## src/rtl/bsu_pkg.sv

```systemverilog
package bsu_pkg;

  typedef enum logic [1:0] {
    OP_SCAN_LO  = 2'd0,
    OP_SCAN_HI  = 2'd1,
    OP_CNT_LEAD = 2'd2,
    OP_CNT_TRAIL = 2'd3
  } bsuOp_e;

  typedef struct packed {
    logic load;       // capture a new result this cycle
    logic countMode;  // 1 = count, 0 = scan
    logic fromTop;    // search starts at the most significant bit
    logic halfWidth;  // 32-bit operand
  } bsuStrobe_t;

endpackage

```

## src/rtl/bsu_ctrl.sv

```systemverilog
module bsu_ctrl
  import bsu_pkg::*;
(
  input  logic       inValid,
  input  logic [1:0] opCode,
  input  logic       isWide,
  output bsuStrobe_t strobe
);

  bsuOp_e opDec;

  always_comb begin
    opDec = bsuOp_e'(opCode);
    strobe.load      = inValid;
    strobe.halfWidth = ~isWide;
    unique case (opDec)
      OP_SCAN_LO:   begin strobe.countMode = 1'b0; strobe.fromTop = 1'b0; end
      OP_SCAN_HI:   begin strobe.countMode = 1'b0; strobe.fromTop = 1'b1; end
      OP_CNT_LEAD:  begin strobe.countMode = 1'b1; strobe.fromTop = 1'b1; end
      default:      begin strobe.countMode = 1'b1; strobe.fromTop = 1'b0; end
    endcase
  end

endmodule

```

## src/rtl/bsu_datapath.sv

```systemverilog
module bsu_datapath
  import bsu_pkg::*;
#(
  parameter int DATA_W = 64
) (
  input  logic              clk,
  input  logic              rst,
  input  bsuStrobe_t        strobe,
  input  logic [DATA_W-1:0] srcVal,
  input  logic [DATA_W-1:0] oldDest,
  output logic [DATA_W-1:0] newDest,
  output logic              zeroFlag,
  output logic              carryFlag
);

  localparam int HALF_W = DATA_W / 2;
  localparam int IDX_W  = $clog2(DATA_W) + 1;

  logic [DATA_W-1:0] effSrc;
  logic [IDX_W-1:0]  hiIdx, loIdx, widthVal, scanIdx, countVal;
  logic              srcZero;
  logic [DATA_W-1:0] nextDest;
  logic              nextZf, nextCf;

  // Mask the operand to its size.
  always_comb begin
    effSrc = srcVal;
    if (strobe.halfWidth) effSrc[DATA_W-1:HALF_W] = '0;
  end

  assign srcZero  = (effSrc == '0);
  assign widthVal = strobe.halfWidth ? IDX_W'(HALF_W) : IDX_W'(DATA_W);

  // Position of the highest set bit.
  always_comb begin
    hiIdx = '0;
    for (int i = 0; i < DATA_W; i++)
      if (effSrc[i]) hiIdx = IDX_W'(i);
  end

  // Position of the lowest set bit.
  always_comb begin
    loIdx = '0;
    for (int i = DATA_W - 1; i >= 0; i--)
      if (effSrc[i]) loIdx = IDX_W'(i);
  end

  assign scanIdx = strobe.fromTop ? hiIdx : loIdx;

  always_comb begin
    if (srcZero)             countVal = widthVal;
    else if (strobe.fromTop) countVal = widthVal - IDX_W'(1) - hiIdx;
    else                     countVal = loIdx;
  end

  always_comb begin
    if (strobe.countMode) begin
      nextDest = DATA_W'(countVal);
      nextZf   = (countVal == '0);
      nextCf   = srcZero;
    end else if (srcZero) begin
      nextDest = oldDest;
      nextZf   = 1'b1;
      nextCf   = 1'b0;
    end else begin
      nextDest = DATA_W'(scanIdx);
      nextZf   = 1'b0;
      nextCf   = 1'b0;
    end
  end

  always_ff @(posedge clk) begin
    if (rst) begin
      newDest   <= '0;
      zeroFlag  <= 1'b0;
      carryFlag <= 1'b0;
    end else if (strobe.load) begin
      newDest   <= nextDest;
      zeroFlag  <= nextZf;
      carryFlag <= nextCf;
    end
  end

  // A scan of a zero source hands back the old destination and sets ZF.
  assert_scan_zero_keeps_R5: assert property (@(posedge clk) disable iff (rst)
    ($past(!rst) && $past(strobe.load) && $past(!strobe.countMode) && $past(srcZero))
      |-> (newDest == $past(oldDest) && zeroFlag && !carryFlag));

  // Idle cycles leave the outputs untouched.
  assert_idle_holds_R9: assert property (@(posedge clk) disable iff (rst)
    ($past(!rst) && !$past(strobe.load))
      |-> ($stable(newDest) && $stable(zeroFlag) && $stable(carryFlag)));

  // Counts never exceed the operand width and carry marks a zero source.
  assert_count_bounded_R8: assert property (@(posedge clk) disable iff (rst)
    ($past(!rst) && $past(strobe.load) && $past(strobe.countMode))
      |-> (newDest <= DATA_W'($past(widthVal))
           && (carryFlag == (newDest == DATA_W'($past(widthVal))))));

  // A 32-bit result that is not a preserved destination has a clear upper half.
  assert_half_zero_ext_R4: assert property (@(posedge clk) disable iff (rst)
    ($past(!rst) && $past(strobe.load) && $past(strobe.halfWidth)
       && !($past(!strobe.countMode) && $past(srcZero)))
      |-> (newDest[DATA_W-1:HALF_W] == '0));

  // Carry is only ever raised by a count.
  assert_scan_no_carry_R4: assert property (@(posedge clk) disable iff (rst)
    ($past(!rst) && $past(strobe.load) && $past(!strobe.countMode)) |-> !carryFlag);

  // Reset clears every output.
  assert_reset_clears_R10: assert property (@(posedge clk)
    $past(rst) |-> (newDest == '0 && !zeroFlag && !carryFlag));

endmodule

```

## src/rtl/bitscan_unit.sv

```systemverilog
module bitscan_unit #(
  parameter int DATA_W = 64
) (
  input  logic              clk,
  input  logic              rst,
  input  logic              inValid,
  input  logic [1:0]        opCode,
  input  logic              isWide,
  input  logic [DATA_W-1:0] srcVal,
  input  logic [DATA_W-1:0] oldDest,
  output logic [DATA_W-1:0] newDest,
  output logic              zeroFlag,
  output logic              carryFlag
);

  bsu_pkg::bsuStrobe_t strobe;

  bsu_ctrl u_ctrl (
    .inValid (inValid),
    .opCode  (opCode),
    .isWide  (isWide),
    .strobe  (strobe)
  );

  bsu_datapath #(.DATA_W(DATA_W)) u_dp (
    .clk       (clk),
    .rst       (rst),
    .strobe    (strobe),
    .srcVal    (srcVal),
    .oldDest   (oldDest),
    .newDest   (newDest),
    .zeroFlag  (zeroFlag),
    .carryFlag (carryFlag)
  );

endmodule

```

## config.mk

```make
export PLATFORM = sky130hd
export DESIGN_NAME = bitscan_unit
export DESIGN_NICKNAME = d
export VERILOG_FILES = /design/src/rtl/bsu_pkg.sv /design/src/rtl/bsu_ctrl.sv /design/src/rtl/bsu_datapath.sv /design/src/rtl/bitscan_unit.sv
export SDC_FILE = /design/constraint.sdc
export NUM_CORES = 1
export LEC_CHECK = 0
export BUFFER_PORTS_ARGS = -buffer_cell sky130_fd_sc_hd__buf_2
export CAP_MARGIN = 20
export CORE_MARGIN = 5
export CORE_UTILIZATION = 51
export CTS_BUF_LIST = sky130_fd_sc_hd__clkbuf_4 sky130_fd_sc_hd__clkbuf_8 sky130_fd_sc_hd__clkbuf_16
export DETAILED_ROUTE_END_ITERATION = 10
export PLACE_DENSITY_LB_ADDON = 0.25
export SLEW_MARGIN = 30
export SYNTH_ARGS = -nofsm -noshare
export SYNTH_HDL_FRONTEND = slang
export SYNTH_SLANG_ARGS = --single-unit
export TNS_END_PERCENT = 100
```

## constraint.sdc

```tcl
create_clock -name clk -period 5.7 [get_ports clk]
set_input_delay 1.425 -clock clk [delete_from_list [all_inputs] [get_ports clk]]
set_output_delay 1.425 -clock clk [all_outputs]
set_load 0.02 [all_outputs]
```

[Word-level counts from Yosys, hierarchy flattened]
Index checks and enable logic that the tools add are counted.
Storage, ports and cells
  output and inout port bits: 66
  bits in registers: 66
  input port bits: 134
  word-level logic and storage cells: 148
Operators by class
  add/subtract/negate cells: 2
  equality and inequality tests: 2
  reduce and logical (&&, ||, !) cells: 3
  multiplexer cells: 138
Operator list (number)
  6-bit two-way mux: 97
  64-bit two-way mux: 2
  5-bit two-way mux: 16
  64-bit zero test: 1
  32-bit two-way mux: 1
  4-bit two-way mux: 8
  7-bit two-way mux: 3
  3-bit two-way mux: 4
  7-bit zero test: 1
  7-bit by 1-bit subtractor with 7-bit output (second input constant): 1
  7-bit by 6-bit subtractor with 7-bit output: 1
  2-bit case mux with 3 select lines: 1
  1-bit two-way mux: 4
  2-bit two-way mux: 2
  2-bit by 1-bit == test with 1-bit output (second input constant): 1
  2-bit == test (second input constant): 1
  2-bit zero test: 1

[Depth between registers and ports, before layout]
  word-level depth: 69
  mapped depth: 10
  gate-level depth less buffers: 9

[Modules after synthesis]
A second synthesis with hierarchy kept.
Unflattened totals
  cells, all modules: 554
  area total of the unflattened synthesis: 4440.5 sq um
By module, submodules not included
  bsu_datapath: times used 1, area an instance 4390.5 sq um, seq. area each 1321.3 sq um, cells an instance 547
  bsu_ctrl: times used 1, area an instance 50.0 sq um, seq. area each 0.0 sq um, cells an instance 7

[Worst setup path after synthesis]
No wires, ideal clock.
  path kind: input port to flip-flop
  from: input srcVal[60]
  to: register u_dp.zeroFlag
  required time: 5.627 ns
  path buffers: 2
  data arrival time: 3.798 ns
  setup slack: 1.829 ns
  stages on the path: 10
  library setup time: 0.073 ns
  cells stage by stage: buf_4 o41ai_2 nand4_1 or3_4 or3_1 buf_4 nor2_8 nor3b_1 a221o_1 nor3_2
On the way
  longest elaborated chain between the ends: 66
  elaborated cells between the ends (all ways): 73
  those cells by class: add/sub (1); mux (70); reduce/logical (2)
RTL lines
  start: declaration: line bitscan_unit.sv:9  | input logic [DATA_W-1:0] srcVal,
  32-bit two-way mux *: line bsu_datapath.sv:28  | if (strobe.halfWidth) effSrc[DATA_W-1:HALF_W] = '0;
  6-bit two-way mux (61 in a row): line bsu_datapath.sv:45  | if (effSrc[i]) loIdx = IDX_W'(i);
  7-bit two-way mux: line bsu_datapath.sv:52  | else if (strobe.fromTop) countVal = widthVal - IDX_W'(1) - hiIdx;
  7-bit two-way mux: line bsu_datapath.sv:51  | if (srcZero) countVal = widthVal;
  7-bit zero test: line bsu_datapath.sv:59  | nextZf = (countVal == '0);
  1-bit two-way mux *: line bsu_datapath.sv:57  | if (strobe.countMode) begin
  end signal: assignment: line bsu_datapath.sv:79  | zeroFlag <= nextZf;
  end: declaration: line bsu_datapath.sv:12  | output logic zeroFlag,
Every way passes the cells marked *; elsewhere a longest branch is shown, timed or not.
A chain may end at the register's enable or synchronous reset.

[Worst setup path in the final report]
  from: input srcVal[36]
  to: register u_dp.zeroFlag
On the way
  longest elaborated chain between the ends: 42
  elaborated cells between the ends (all ways): 73
  those cells by class: add/sub (1); mux (70); reduce/logical (2)
RTL lines (line)
  32-bit two-way mux *: bsu_datapath.sv:28
  6-bit two-way mux (37 in a row): bsu_datapath.sv:45
  7-bit two-way mux: bsu_datapath.sv:52
  7-bit two-way mux: bsu_datapath.sv:51
  7-bit zero test: bsu_datapath.sv:59
  1-bit two-way mux *: bsu_datapath.sv:57
Marks and branches as above.

==> key figures <==
Synthesis
  • Warning count from the yosys run: 0
  • Mapped Nets: 737
  • Sequential area share after synthesis: 30.27%
  • Gate Count Post-Synth: 600
  • Per-instance average area after synthesis: 7.276 um2
  • Post-synthesis cell area: 0.004365 mm2
  • EDFF count, synth: 0
  • Count of state elements after synthesis: 66
  • Async set-or-reset flop fraction in the synthesized netlist: 0%
  • Netlist cell types: 59
  • Top flip-flop cell by instance count after synthesis: dfxtp_1

Timing
  • Setup-violating endpoint count in the final report: 0
  • Skew final: 0 ns
  • Worst Tran Pin Value: 0.7345 ns
  • RSZ-0062 raised after global routing: false
  • Max Transition Viols Final: 0
  • Normalized max-slew margin: 49.77%
  • Number of hold violations in the final report: 0
  • Maximum clock rate: 225.7 MHz
  • Final period util: 77.75%
  • Final critical-path required period: 4.432 ns
  • Setup_tns: 0 ns
  • Hold WS: 0.4670 ns

Cells and area
  • Area growth from synthesis to final layout: 27.69%
  • Fraction of final layout cells sized beyond drive strength 1: 29.10%
  • Number of filler cells placed in the layout: 781
  • Multi-input logic area: 0.002805 mm2
  • Number of standard cells in the layout, taps in and fillers out: 885
  • Number of nets in the layout: 912
  • FF+latch area: 0.001321 mm2
  • ANT cells: 0

GRT
  • Initial antenna violation count: 0
  • Vias in the first global route: 4,495
  • Final global-route overflow total: 0
  • Maximum number of pins on one net before global-route repair: 136
  • Wire length of the first global-routing pass: 20,970 um
  • Overall fraction of global-route tracks in use: 24.29%

Placement
  • Number of port buffers: 199
  • Cell count after placement: 869
  • Total half-perimeter wirelength after legalization and detailed placement: 10,440 um
  • Routability congestion estimate from global placement: 0.8822

Die
  • Area of the die: 0.01051 mm2
  • DIE HEIGHT: 102.5 um
  • Placeable core region: 0.008299 mm2
  • Std cell rows: 33
  • Starting density of the core: 52.60%
  • Die outline width: 102.5 um
  • Top Ports: 200

Clock network
  • CTS Root Buffer Type: clkbuf_8
  • Count of buffers added by post-CTS timing repair for setup: 0
  • Sink count of the clock tree: 66
  • Max H-tree Level: 3
  • Buffer depth of the longest clock path: 2
  • Hold-fix buffers at CTS: 0
  • Post-cts sizing count: 0
  • Source-to-sink clock delay at the later pin of the worst-skew pair: 0.33 ns
  • TritonCTS clock tree: built
  • Number of buffers created by CTS: 9
  • Clock input transition at the sequential cells of the worst setup and hold paths: 0.07 ns

Hold path
  • Hold Crit Class: flip-flop to flip-flop

Worst setup path
  • Crit end category: flip-flop
  • Data required time at the worst endpoint: 5.96 ns
  • Critical path peak fanout: 36
  • CP cell instances: buf_2, o41ai_1, nand2_1, or3_4, or3_1, nor2_8, buf_4, mux2_2, a21oi_1, nor3_2
  • Type of origin of the critical path: input pin
  • Setup CP Type: input pin to flip-flop
  • Worst stage delay on the critical path: 0.69 ns
  • Worst path arrival time: 4.69 ns
  • Cell with the largest stage delay on the worst path: o41ai_1

Drt
  • Via-to-Cell Ratio: 5.756
  • Antenna-violating nets left: 0
  • First-pass iteration count of the detailed router: 5
  • Final WL: 13,720 um
  • Via Count: 5,094
  • Remaining routing DRC violations: 0
  • Initial DRC Count: 326
  • Detail-routed net length per standard cell: 15.50 um

Pwr
  • Leakage: 2.326 nW
  • Power per cell area: 197.9 mW/mm2
  • Power consumption: 1.103 mW
  • Peak supply drop: 0.1274 mV

Job
  • Reported max-cap violation count: 0

Run status
  • Outcome: completed
-- cells in the mapped netlist, types with 8 or more instances --
master / instances / area (um2)
nand3_1: 64 / 320.3
inv_1: 22 / 82.58
o21ai_0: 25 / 125.1
nor3_1: 16 / 80.08
a21oi_1: 92 / 460.4
o21a_1: 8 / 60.06
nor2_1: 51 / 191.4
o31ai_1: 9 / 67.56
clkbuf_1: 26 / 97.59
dfxtp_1: 66 / 1321
nand2_1: 21 / 78.83
nand2b_1: 67 / 419.2
o211ai_1: 8 / 60.06
nor4_1: 12 / 75.07
-- area by class of cell --
class                   count  area share (%)
multi-input cells         475           50.33
flip-flops and latches     66           23.70
clock inverters             7           1.684
well taps                 105           2.357
repair buffers            200           18.16
clock buffers               9           2.222
inverters                  23           1.549
-- layer usage --
layer	track usage (%)	up-vias	routed length [um]	part of all wire, %
li1	-	2568	-	-
met1	33.93	2328	5904	43
met2	38.93	194	6428	47
met3	6.698	4	1333	9.7
met4	2.624	0	51	0.37
met5	0	-	0	0
-- per-stage QoR --
stage / setup WS (ns) / instance area (um2) / utilization (%)
final: 1.268 / 5574 / 67.16
after CTS: 1.321 / 5570 / 67.12
after global placement: 1.080 / 5350 / 64.47
after detailed placement: 0.9727 / 5353 / 64.50
after global routing: 1.056 / 5574 / 67.16
after floorplan: 1.829 / 4365 / -
-- worst paths after layout --
check / from / to / slack, ns / cells past startpoint
hold / removal: u_dp.newDest[26] / u_dp.newDest[26] / 0.47 / 2
hold reg to reg: u_dp.newDest[26] / u_dp.newDest[26] / 0.47 / 2
setup / recovery: srcVal[36] / u_dp.zeroFlag / 1.27 / 10
setup reg to reg: u_dp.zeroFlag / u_dp.zeroFlag / 4.83 / 3
-- power by group --
group	leakage, nW	switching (mW)	internal (mW)	total (mW)
clock network	0.105	0.178	0.245	0.423
logic	1.69	0.127	0.0854	0.212
registers	0.533	0.00218	0.465	0.468
total	2.33	0.307	0.796	1.10
-- placed cells by master (no fill, tap or decap), types with 3 or more instances in the layout --
cell type	instances
clkbuf_8	9
inv_1	22
o2111ai_1	3
a211oi_1	5
a31oi_1	6
a311oi_1	3
dfxtp_1	66
nor2b_1	6
nor2_1	51
buf_2	197
ha_1	3
nor3_1	16
o21ai_0	25
nand2_1	21
or3_1	3
o41ai_1	6
nand3_1	64
o21a_1	8
o31ai_1	9
or4_1	6
o211ai_1	8
o31a_1	3
nand2b_1	67
a2111oi_0	3
nand4_1	6
o21bai_1	4
a21oi_1	92
a221oi_1	5
and2_1	4
nor4_1	12
-- cell families (layout without fill, tap and decap cells) --
| logic type | Yosys count | in the layout | share of synthesized area (%) |
|---|---|---|---|
| buffers and inverters | 59 | 239 | 5.474 |
| adder cells (fa/ha/maj) | 3 | 3 | 0.8599 |
| AO/OA/AOI/OAI | 202 | 202 | 29.95 |
| flip-flops | 66 | 66 | 30.27 |
| AND/OR/NAND/NOR | 267 | 267 | 32.73 |
| multiplexers | 3 | 3 | 0.7165 |
-- worst max-delay path, delay by kind of cell --
| kind | cells | cell delay [ns] |
|---|---|---|
| and+or+nand+nor | 5 | 1.80 |
| AOI/OAI and AO/OA | 2 | 0.73 |
| buffers and inverters | 2 | 0.52 |
| muxes | 1 | 0.22 |
-- state kept, by name (all words and copies together) (netlist names) --
signal	count
u_dp.zeroFlag	1
u_dp.newDest	64
u_dp.carryFlag	1
(Power assumes the default switching activity.)
